File: src/rtl/vshc_pkg.sv
package vshc_pkg;
  localparam int LANE_W_DEF = 32;
  localparam int LANES_DEF  = 4;
  localparam int SH_W_DEF   = 5;
  localparam int IDX_W_DEF  = 4;
  localparam int BYTE_W     = 8;

  // Index values that may not name the carry register
  localparam int BAD_IDX_A = 13;
  localparam int BAD_IDX_B = 15;
endpackage

File: src/rtl/vshc_lane.sv
module vshc_lane #(
  parameter int LANE_W = 32,
  parameter int SH_W   = 5
) (
  input  logic [LANE_W-1:0] elem_i,
  input  logic [LANE_W-1:0] cin_i,
  input  logic [SH_W-1:0]   shamt_i,
  input  logic              en_i,
  output logic [LANE_W-1:0] res_o,
  output logic [LANE_W-1:0] cout_o
);
  localparam int DW = 2 * LANE_W;

  logic [SH_W:0]       s_eff;
  logic [DW-1:0]       wide;
  logic [LANE_W-1:0]   low_mask;

  always_comb begin
    // zero immediate encodes a full-lane shift
    s_eff    = (shamt_i == '0) ? (SH_W+1)'(LANE_W) : {1'b0, shamt_i};
    wide     = {{LANE_W{1'b0}}, elem_i} << s_eff;
    low_mask = ~({LANE_W{1'b1}} << s_eff);
    res_o    = wide[LANE_W-1:0] | (cin_i & low_mask);
    cout_o   = en_i ? wide[DW-1:LANE_W] : cin_i;
  end

  always_comb begin
    if (shamt_i == '0) begin
      p_full_shift_r4: assert (res_o == cin_i);
    end
  end
endmodule

File: src/rtl/vshc_merge.sv
module vshc_merge #(
  parameter int W      = 128,
  parameter int BYTE_W = 8
) (
  input  logic [W-1:0]        new_i,
  input  logic [W-1:0]        old_i,
  input  logic [W/BYTE_W-1:0] be_i,
  output logic [W-1:0]        out_o
);
  localparam int NB = W / BYTE_W;

  for (genvar b = 0; b < NB; b++) begin : g_byte
    assign out_o[b*BYTE_W +: BYTE_W] = be_i[b] ? new_i[b*BYTE_W +: BYTE_W]
                                               : old_i[b*BYTE_W +: BYTE_W];
  end
endmodule

File: src/rtl/vshc_unit.sv
module vshc_unit
  import vshc_pkg::*;
#(
  parameter int LANE_W = LANE_W_DEF,
  parameter int LANES  = LANES_DEF,
  parameter int SH_W   = SH_W_DEF,
  parameter int IDX_W  = IDX_W_DEF,
  localparam int VEC_W  = LANE_W * LANES,
  localparam int PRED_W = VEC_W / BYTE_W,
  localparam int BPL    = LANE_W / BYTE_W
) (
  input  logic              clk,
  input  logic              rst,
  input  logic              in_valid,
  input  logic [VEC_W-1:0]  vec_in,
  input  logic [LANE_W-1:0] carry_in,
  input  logic [SH_W-1:0]   shamt,
  input  logic [PRED_W-1:0] pred,
  input  logic [IDX_W-1:0]  reg_idx,
  output logic              out_valid,
  output logic [VEC_W-1:0]  vec_out,
  output logic [LANE_W-1:0] carry_out,
  output logic              undef_out
);
  logic [LANE_W-1:0] chain [LANES+1];
  logic [VEC_W-1:0]  raw;
  logic [VEC_W-1:0]  merged;
  logic              bad_idx;

  assign chain[0] = carry_in;

  for (genvar e = 0; e < LANES; e++) begin : g_lane
    vshc_lane #(.LANE_W(LANE_W), .SH_W(SH_W)) u_lane (
      .elem_i  (vec_in[e*LANE_W +: LANE_W]),
      .cin_i   (chain[e]),
      .shamt_i (shamt),
      .en_i    (pred[e*BPL]),
      .res_o   (raw[e*LANE_W +: LANE_W]),
      .cout_o  (chain[e+1])
    );
  end

  vshc_merge #(.W(VEC_W), .BYTE_W(BYTE_W)) u_merge (
    .new_i (raw),
    .old_i (vec_in),
    .be_i  (pred),
    .out_o (merged)
  );

  assign bad_idx = (reg_idx == IDX_W'(BAD_IDX_A)) || (reg_idx == IDX_W'(BAD_IDX_B));

  always_ff @(posedge clk) begin
    if (rst) begin
      out_valid <= 1'b0;
      vec_out   <= '0;
      carry_out <= '0;
      undef_out <= 1'b0;
    end else begin
      out_valid <= in_valid;
      if (in_valid) begin
        undef_out <= bad_idx;
        vec_out   <= bad_idx ? vec_in   : merged;
        carry_out <= bad_idx ? carry_in : chain[LANES];
      end
    end
  end

  p_valid_delay_r10: assert property (@(posedge clk) disable iff (rst)
    in_valid |=> out_valid);
  p_valid_idle_r10: assert property (@(posedge clk) disable iff (rst)
    !in_valid |=> (!out_valid && $stable(vec_out) && $stable(carry_out)));
  p_reject_r7: assert property (@(posedge clk) disable iff (rst)
    (in_valid && bad_idx) |=> (undef_out && vec_out == $past(vec_in)
                               && carry_out == $past(carry_in)));
  p_no_pred_r9: assert property (@(posedge clk) disable iff (rst)
    (in_valid && pred == '0) |=> (vec_out == $past(vec_in)
                                  && carry_out == $past(carry_in)));
endmodule

File: config.mk
export PLATFORM = sky130hd
export DESIGN_NAME = vshc_unit
export DESIGN_NICKNAME = d
export VERILOG_FILES = /design/src/rtl/vshc_pkg.sv /design/src/rtl/vshc_lane.sv /design/src/rtl/vshc_merge.sv /design/src/rtl/vshc_unit.sv
export SDC_FILE = /design/constraint.sdc
export NUM_CORES = 1
export LEC_CHECK = 0
export ABC_AREA = 1
export BUFFER_PORTS_ARGS = -buffer_cell sky130_fd_sc_hd__buf_2
export CAP_MARGIN = 20
export CELL_PAD_IN_SITES_DETAIL_PLACEMENT = 1
export CELL_PAD_IN_SITES_GLOBAL_PLACEMENT = 2
export CORE_ASPECT_RATIO = 1.2
export CORE_MARGIN = 2
export CORE_UTILIZATION = 31
export CTS_BUF_LIST = sky130_fd_sc_hd__clkbuf_16
export CTS_CLUSTER_DIAMETER = 40
export CTS_CLUSTER_SIZE = 24
export DETAILED_ROUTE_END_ITERATION = 7
export GPL_ROUTABILITY_DRIVEN = 0
export PLACE_DENSITY = 0.92
export SETUP_SLACK_MARGIN = 0.4
export SLEW_MARGIN = 10
export SYNTH_ARGS = -nofsm -noshare
export SYNTH_HDL_FRONTEND = slang
export SYNTH_SLANG_ARGS = --single-unit
File: constraint.sdc
create_clock -name clk -period 3.5 [get_ports clk]
set_input_delay 0.175 -clock clk [delete_from_list [all_inputs] [get_ports clk]]
set_output_delay 0.175 -clock clk [all_outputs]
set_load 0.01 [all_outputs]
==> results of run 1 <==
-- sequential cells by signal, indices dropped and copies added (netlist names) --
signal / cells
vec_out: 128
undef_out: 1
out_valid: 1
carry_out: 32
-- worst max-delay path, delay by kind of cell --
kind | cells | cell delay, ns
compound gates | 3 | 1.32
buf+inv | 4 | 0.64
simple gates | 5 | 1.45
-- how the worst max path moves through the flow --
stage	startpoint	endpoint	slack, ns	depth (start not counted)
global route	shamt[0]	vec_out[82]	0.49	14
floorplan	shamt[1]	vec_out[122]	1.71	13
finish	shamt[1]	vec_out[82]	0.32	12
global placement	shamt[0]	vec_out[69]	0.70	14
CTS	shamt[3]	vec_out[54]	1.19	9
detailed placement	shamt[3]	vec_out[54]	0.65	9
-- where the power goes --
part	leakage (nW)	internal (W)	switching, W
combinational	8.61	0.000935	0.00247
sequential	1.34	0.00198	0.0000718
clock	0.293	0.00102	0.00104
total	10.2	0.00394	0.00357
-- cell type report --
type | instances | area, sq um
inverter | 210 | 801
multi-input combinational | 2784 | 13300
antenna | 4 | 10.0
timing repair buffer | 480 | 2910
tap | 800 | 1000
clock buffer | 17 | 425
fill | 8298 | 37600
clock inverter | 15 | 190
sequential | 162 | 3240
-- cells by family (layout without fill, tap and decap cells) --
kind of cell           after synthesis  in the layout
and+or+nand+nor                   1954           1954
other                                0              4
buffers and inverters              471            722
muxes                               13             13
AOI/OAI and AO/OA                  817            817
DFF                                162            162
-- metal layers --
layer	global-route usage [%]	up-vias	wire length (um)
met1	44.3	12900	44900
met2	60.3	1891	53800
met4	33.3	10	12600
li1	-	12200	-
met3	11.4	571	14100
met5	0	-	65
-- Yosys cell counts, types with 19 or more instances --
master / n
buf_4: 19
nand3_1: 709
nor2_1: 94
o211ai_1: 119
nand2_1: 1055
buf_2: 75
or2_1: 21
nand4_1: 41
inv_1: 183
o21ai_0: 155
dfxtp_1: 162
o21ai_1: 120
a31oi_1: 28
inv_2: 19
buf_1: 38
clkbuf_1: 112
a21oi_1: 318
-- through the flow --
stage	worst slack, ns	cells	area [sq um]	util, %
after CTS	1.19	4467	21900	36.8
after detailed placement	0.649	4415	21100	35.4
final	0.322	4472	21900	36.8
after floorplan	1.71	3417	18600	-
after global placement	0.705	4415	21100	35.4
after global routing	0.492	4470	21900	36.8
==> out/qor.txt, run 1 <==
status: finished with violations
failing checks: DRC
number of max-cap violations: 0
most common cell after layout, fill and taps aside: nand2_1
Seq/Total Area, Yosys: 17.4%
Starting Density: 31.3%
Die Ht: 272 um
hpwl dp: 95000 um
Final #Nets: 3843
Worst-Skew Late Latency: 0.52 ns
Die Wd: 228 um
post-DR vias/cell: 6.17
post-route ant nets: 0
FF-to-FF Start: carry_out[8]
leading area contributor after synthesis: nand2_1
Max Freq: 315 MHz
largest net degree at the start of global routing: 129
Placeable Area: 0.0595 sq mm
clock transition at the registers of the reported paths: 0.07 ns
top cells by area, synth: nand2_1 (21%), nand3_1 (19%), dfxtp_1 (17%), a21oi_1 (8.5%), o211ai_1 (4.8%)
WP data arrival: 3.62 ns
Synth Register Bits: 162
Post-Syn Instances: 3417
Crit-path slowest cell: a21oi_1
flop2flop setup slack: 2.79 ns
number of remaining DRC errors: 6
top_reg_cell synth: dfxtp_1
critical path type: in2reg
vias in the first global route: 26300
Tcrit/Tclk final: 90.8%
clk_skew: 0 ns
Total Neg Setup Slack: 0 ns
Syn Nets: 3605
Largest stage delay, worst path: 0.81 ns
hold_buf cts: 20
warnings from Yosys: 0
final hold violations: 0
TritonCTS clock tree: done
Die ar.: 0.0620 sq mm
Setup violations, final: 0
initial antenna violation count: 11
RSZ-0062 raised after global routing: no
data required time at the worst endpoint: 3.94 ns
worst min path class: in2reg
Layout Area Growth over Synthesis: 17.7%
most frequent cells in the layout: nand2_1 (1055), nand3_1 (708), buf_2 (343)
worst hold start: vec_in[7]
wire per inst: 28.1 um
CP Max Fanout: 12
number of synthesized flops with an enable pin: 0
CTS H-tree depth: 4
xor/xnor share of the synthesized area: 0%
drt pass-1 iters: 8
Worst Hold Margin: 0.0112 ns
IO Pins: 350
Hold Path End: vec_out[7]
Total Power: 0.00751 W
total gr overflow: 0
GR Util All Layers: 39.0%
peak supply drop: 0.367 mV
FF-to-FF path depth: 2
largest family of logic cells by synthesized area: simple AND/OR/NAND/NOR gates
Bufs on Longest Clock Path: 2
Worst-Margin Slew: 1.15 ns
post-synth top area share: 21.3%
Async SR Flop Fraction: 0%
adder-cell share of the synthesized area: 0%
Rel. slew slack: 23.3%
CP startpoint kind: input pin
TritonCTS Buffers: 17
fraction of layout cells with a size suffix above 1: 15.0%
Iter 0 DRT Violations: 4171
Final Max Slew Viols: 0
worst hold stages: 3
Root Buffer: clkbuf_16
static leakage: 10.2 nW
Compound-Gate Fraction of Synth Area: 25.1%
Port Buf Inserts: 348
post-CTS setup buffer count: 0
clk sinks: 162
Post-CTS Resized: 0
Syn Std Cell Area: 0.0186 sq mm
mux share of post-synthesis cell area: 0.699%
Synth Area in Simple Gates: 45.7%
endpoint class of the critical path: register
r2r endpoint: carry_out[8]
global-route wire length before repair: 178000 um
total vias in the final route: 27600
Yosys cell types: 44
critical-path cell list: buf_4, nor2_2, inv_2, nor2_4, inv_2, nor2_2, nand3_1, nand2_1, inv_1, a21oi_1, o21ai_1, a21oi_1
cell row count: 98
fin crit period: 3.18 ns
P per Cell Area: 343 mW/mm^2
syn_area_per_cell: 5.45 sq um
Final Routed Wirelength: 125000 um
Note: power is estimated with default switching activity, not from simulation.
==> run 2: changes to the inputs <==
MAX_ROUTING_LAYER = met4   (was default)
==> run 2 against run 1 <==
Effect of this change: core utilization grew 0.053 points; largest power group unchanged; the flow now finishes without violations; register-to-register slack about the same; clock skew did not move; cell area grew 0.14%; clock power barely moved; combinational power hardly changed; final cell count grew 0.25%; non-clock buffer count stayed put; critical path depth up 3; fmax rose by 16%.
==> out/qor.txt, run 2 (synthesized netlist as in run 1, its figures left out) <==
status: completed
CP Max Fanout: 48
r2r endpoint: carry_out[8]
CP Buf/Inv Count: 4
Internal Power: 0.00394 W
Clock power frac: 27.4%
clock transition at the registers of the reported paths: 0.08 ns
Iter 0 DRT Violations: 3943
clk sinks: 162
Final Routed Wirelength: 125000 um
Starting Density: 31.3%
FF-to-FF path depth: 2
wire per inst: 27.9 um
Comb pwr share: 45.2%
post-CTS setup buffer count: 0
cell row count: 98
final hold violations: 0
CTS H-tree depth: 4
Tcrit/Tclk final: 78.5%
Die Wd: 228 um
fraction of layout cells with a size suffix above 1: 15.0%
most common cell after layout, fill and taps aside: nand2_1
Post-Place Setup Slack: 0.649 ns
Seq pwr share: 27.4%
endpoint class of the critical path: register
Setup violations, final: 0
Rel. slew slack: 27.2%
Psw: 0.00356 W
Worst-Skew Late Latency: 0.52 ns
Final #Nets: 3843
post-DR vias/cell: 6.16
top cell family by delay on the critical path: simple AND/OR/NAND/NOR gates
CP startpoint kind: input pin
GR Util All Layers: 40.4%
Root Buffer: clkbuf_16
Final Core Density: 36.9%
number of max-cap violations: 0
total vias in the final route: 27600
fin crit period: 2.75 ns
global-route wire length before repair: 178000 um
worst min path class: in2reg
largest net degree at the start of global routing: 129
TritonCTS Buffers: 17
critical path depth: 15
Worst Setup EP: vec_out[115]
Total Power: 0.00750 W
Worst-Margin Slew: 1.08 ns
Die Ht: 272 um
flop2flop setup slack: 2.79 ns
hpwl dp: 95000 um
CP startpoint: shamt[0]
drt pass-1 iters: 7
Max Freq: 364 MHz
Die ar.: 0.0620 sq mm
Bufs on Longest Clock Path: 2
Switching Share: 47.5%
critical-path cell list: buf_6, buf_4, o21ai_1, inv_1, nand2_1, nand2_1, inv_1, nand2_1, nand2_1, a21oi_1, nand3_1, nand3_1, nand2_1, nand2_1, a21oi_1
Reg with most FFs: vec_out
clk_skew: 0 ns
Port Buf Inserts: 348
Largest register FFs: 128
Crit-path slowest cell: a21oi_1
critical path type: in2reg
Placeable Area: 0.0595 sq mm
static leakage: 10.2 nW
Largest stage delay, worst path: 0.72 ns
Layout Area Growth over Synthesis: 17.8%
number of remaining DRC errors: 0
Largest regs: vec_out: 128 flops, carry_out: 32 flops
Final Max Slew Viols: 0
post-route setup slack: 0.753 ns
vias in the first global route: 26300
CP most frequent cell: nand2_1
most frequent cells in the layout: nand2_1 (1055), nand3_1 (708), buf_2 (343)
initial antenna violation count: 13
peak supply drop: 0.368 mV
RSZ-0062 raised after global routing: no
P per Cell Area: 342 mW/mm^2
FF-to-FF Start: carry_out[8]
WP data arrival: 3.12 ns
post-route ant nets: 0
TritonCTS clock tree: done
IO Pins: 350
total gr overflow: 0
Total Neg Setup Slack: 0 ns
data required time at the worst endpoint: 3.87 ns
[run 2: changes by cell type in the layout (fill, tap and decap cells not counted), sizes merged]
cell,previous run,this run
diode,4,15
[run 2: tightest hold or removal path: cells and delay by family]
kind,cells,cell delay [ns]
AOI/OAI and AO/OA,2,0.20
buffers and inverters,1,0.12
[run 2: routing by layer]
layer / GRT usage (%) / vias to the layer above / wire length, um
met1: 43.8 / 13000 / 44600
met2: 60.3 / 1818 / 54000
met3: 12.8 / 588 / 14000
met5: - / - / 0
met4: 33.5 / 0 / 12500
li1: - / 12200 / -
[run 2: timing repair]
| action | 4_1_cts | 5_1_grt |
|---|---|---|
| setup endpoints to repair | 0 | 1 |
| hold endpoints to repair | 20 | 0 |
| hold buffers | 20 | 0 |
| gates resized for setup | 0 | 1 |
[run 2: final cells by class]
class	count	area (sq um)
Tap cell	800	1000
Clock inverter	15	190
Timing Repair Buffer	480	2910
Antenna cell	15	37.5
Clock buffer	17	425
Multi-Input combinational cell	2784	13300
Sequential cell	162	3240
Inverter	210	801
Fill cell	8303	37500
[run 2: power groups by stage]
stage	clock [W]	sequential, W	combinational [W]
floorplan	0	0.00215	0.00177
global placement	0	0.00209	0.00311
detailed placement	0	0.00210	0.00314
CTS	0.00210	0.00205	0.00317
global route	0.00216	0.00207	0.00355
finish	0.00206	0.00205	0.00339
[run 2: per-stage QoR]
step                instance area [sq um]  instances  hold WS [ns]
floorplan                           18600       3417         0.313
global placement                    21100       4415         0.449
detailed placement                  21100       4415         0.452
CTS                                 21900       4467      0.000233
global route                        21900       4481        0.0349
finish                              21900       4483        0.0106
[run 2: worst min path at each step]
stage	endpoint	slack (ns)	startpoint	depth (start not counted)
after floorplan	vec_out[0]	0.31	vec_in[0]	2
after global placement	vec_out[40]	0.45	vec_out[40]	2
after detailed placement	vec_out[24]	0.45	vec_out[24]	2
after CTS	vec_out[26]	0.0002	vec_in[26]	3
after global routing	vec_out[26]	0.03	vec_in[26]	3
final	vec_out[7]	0.01	vec_in[7]	3
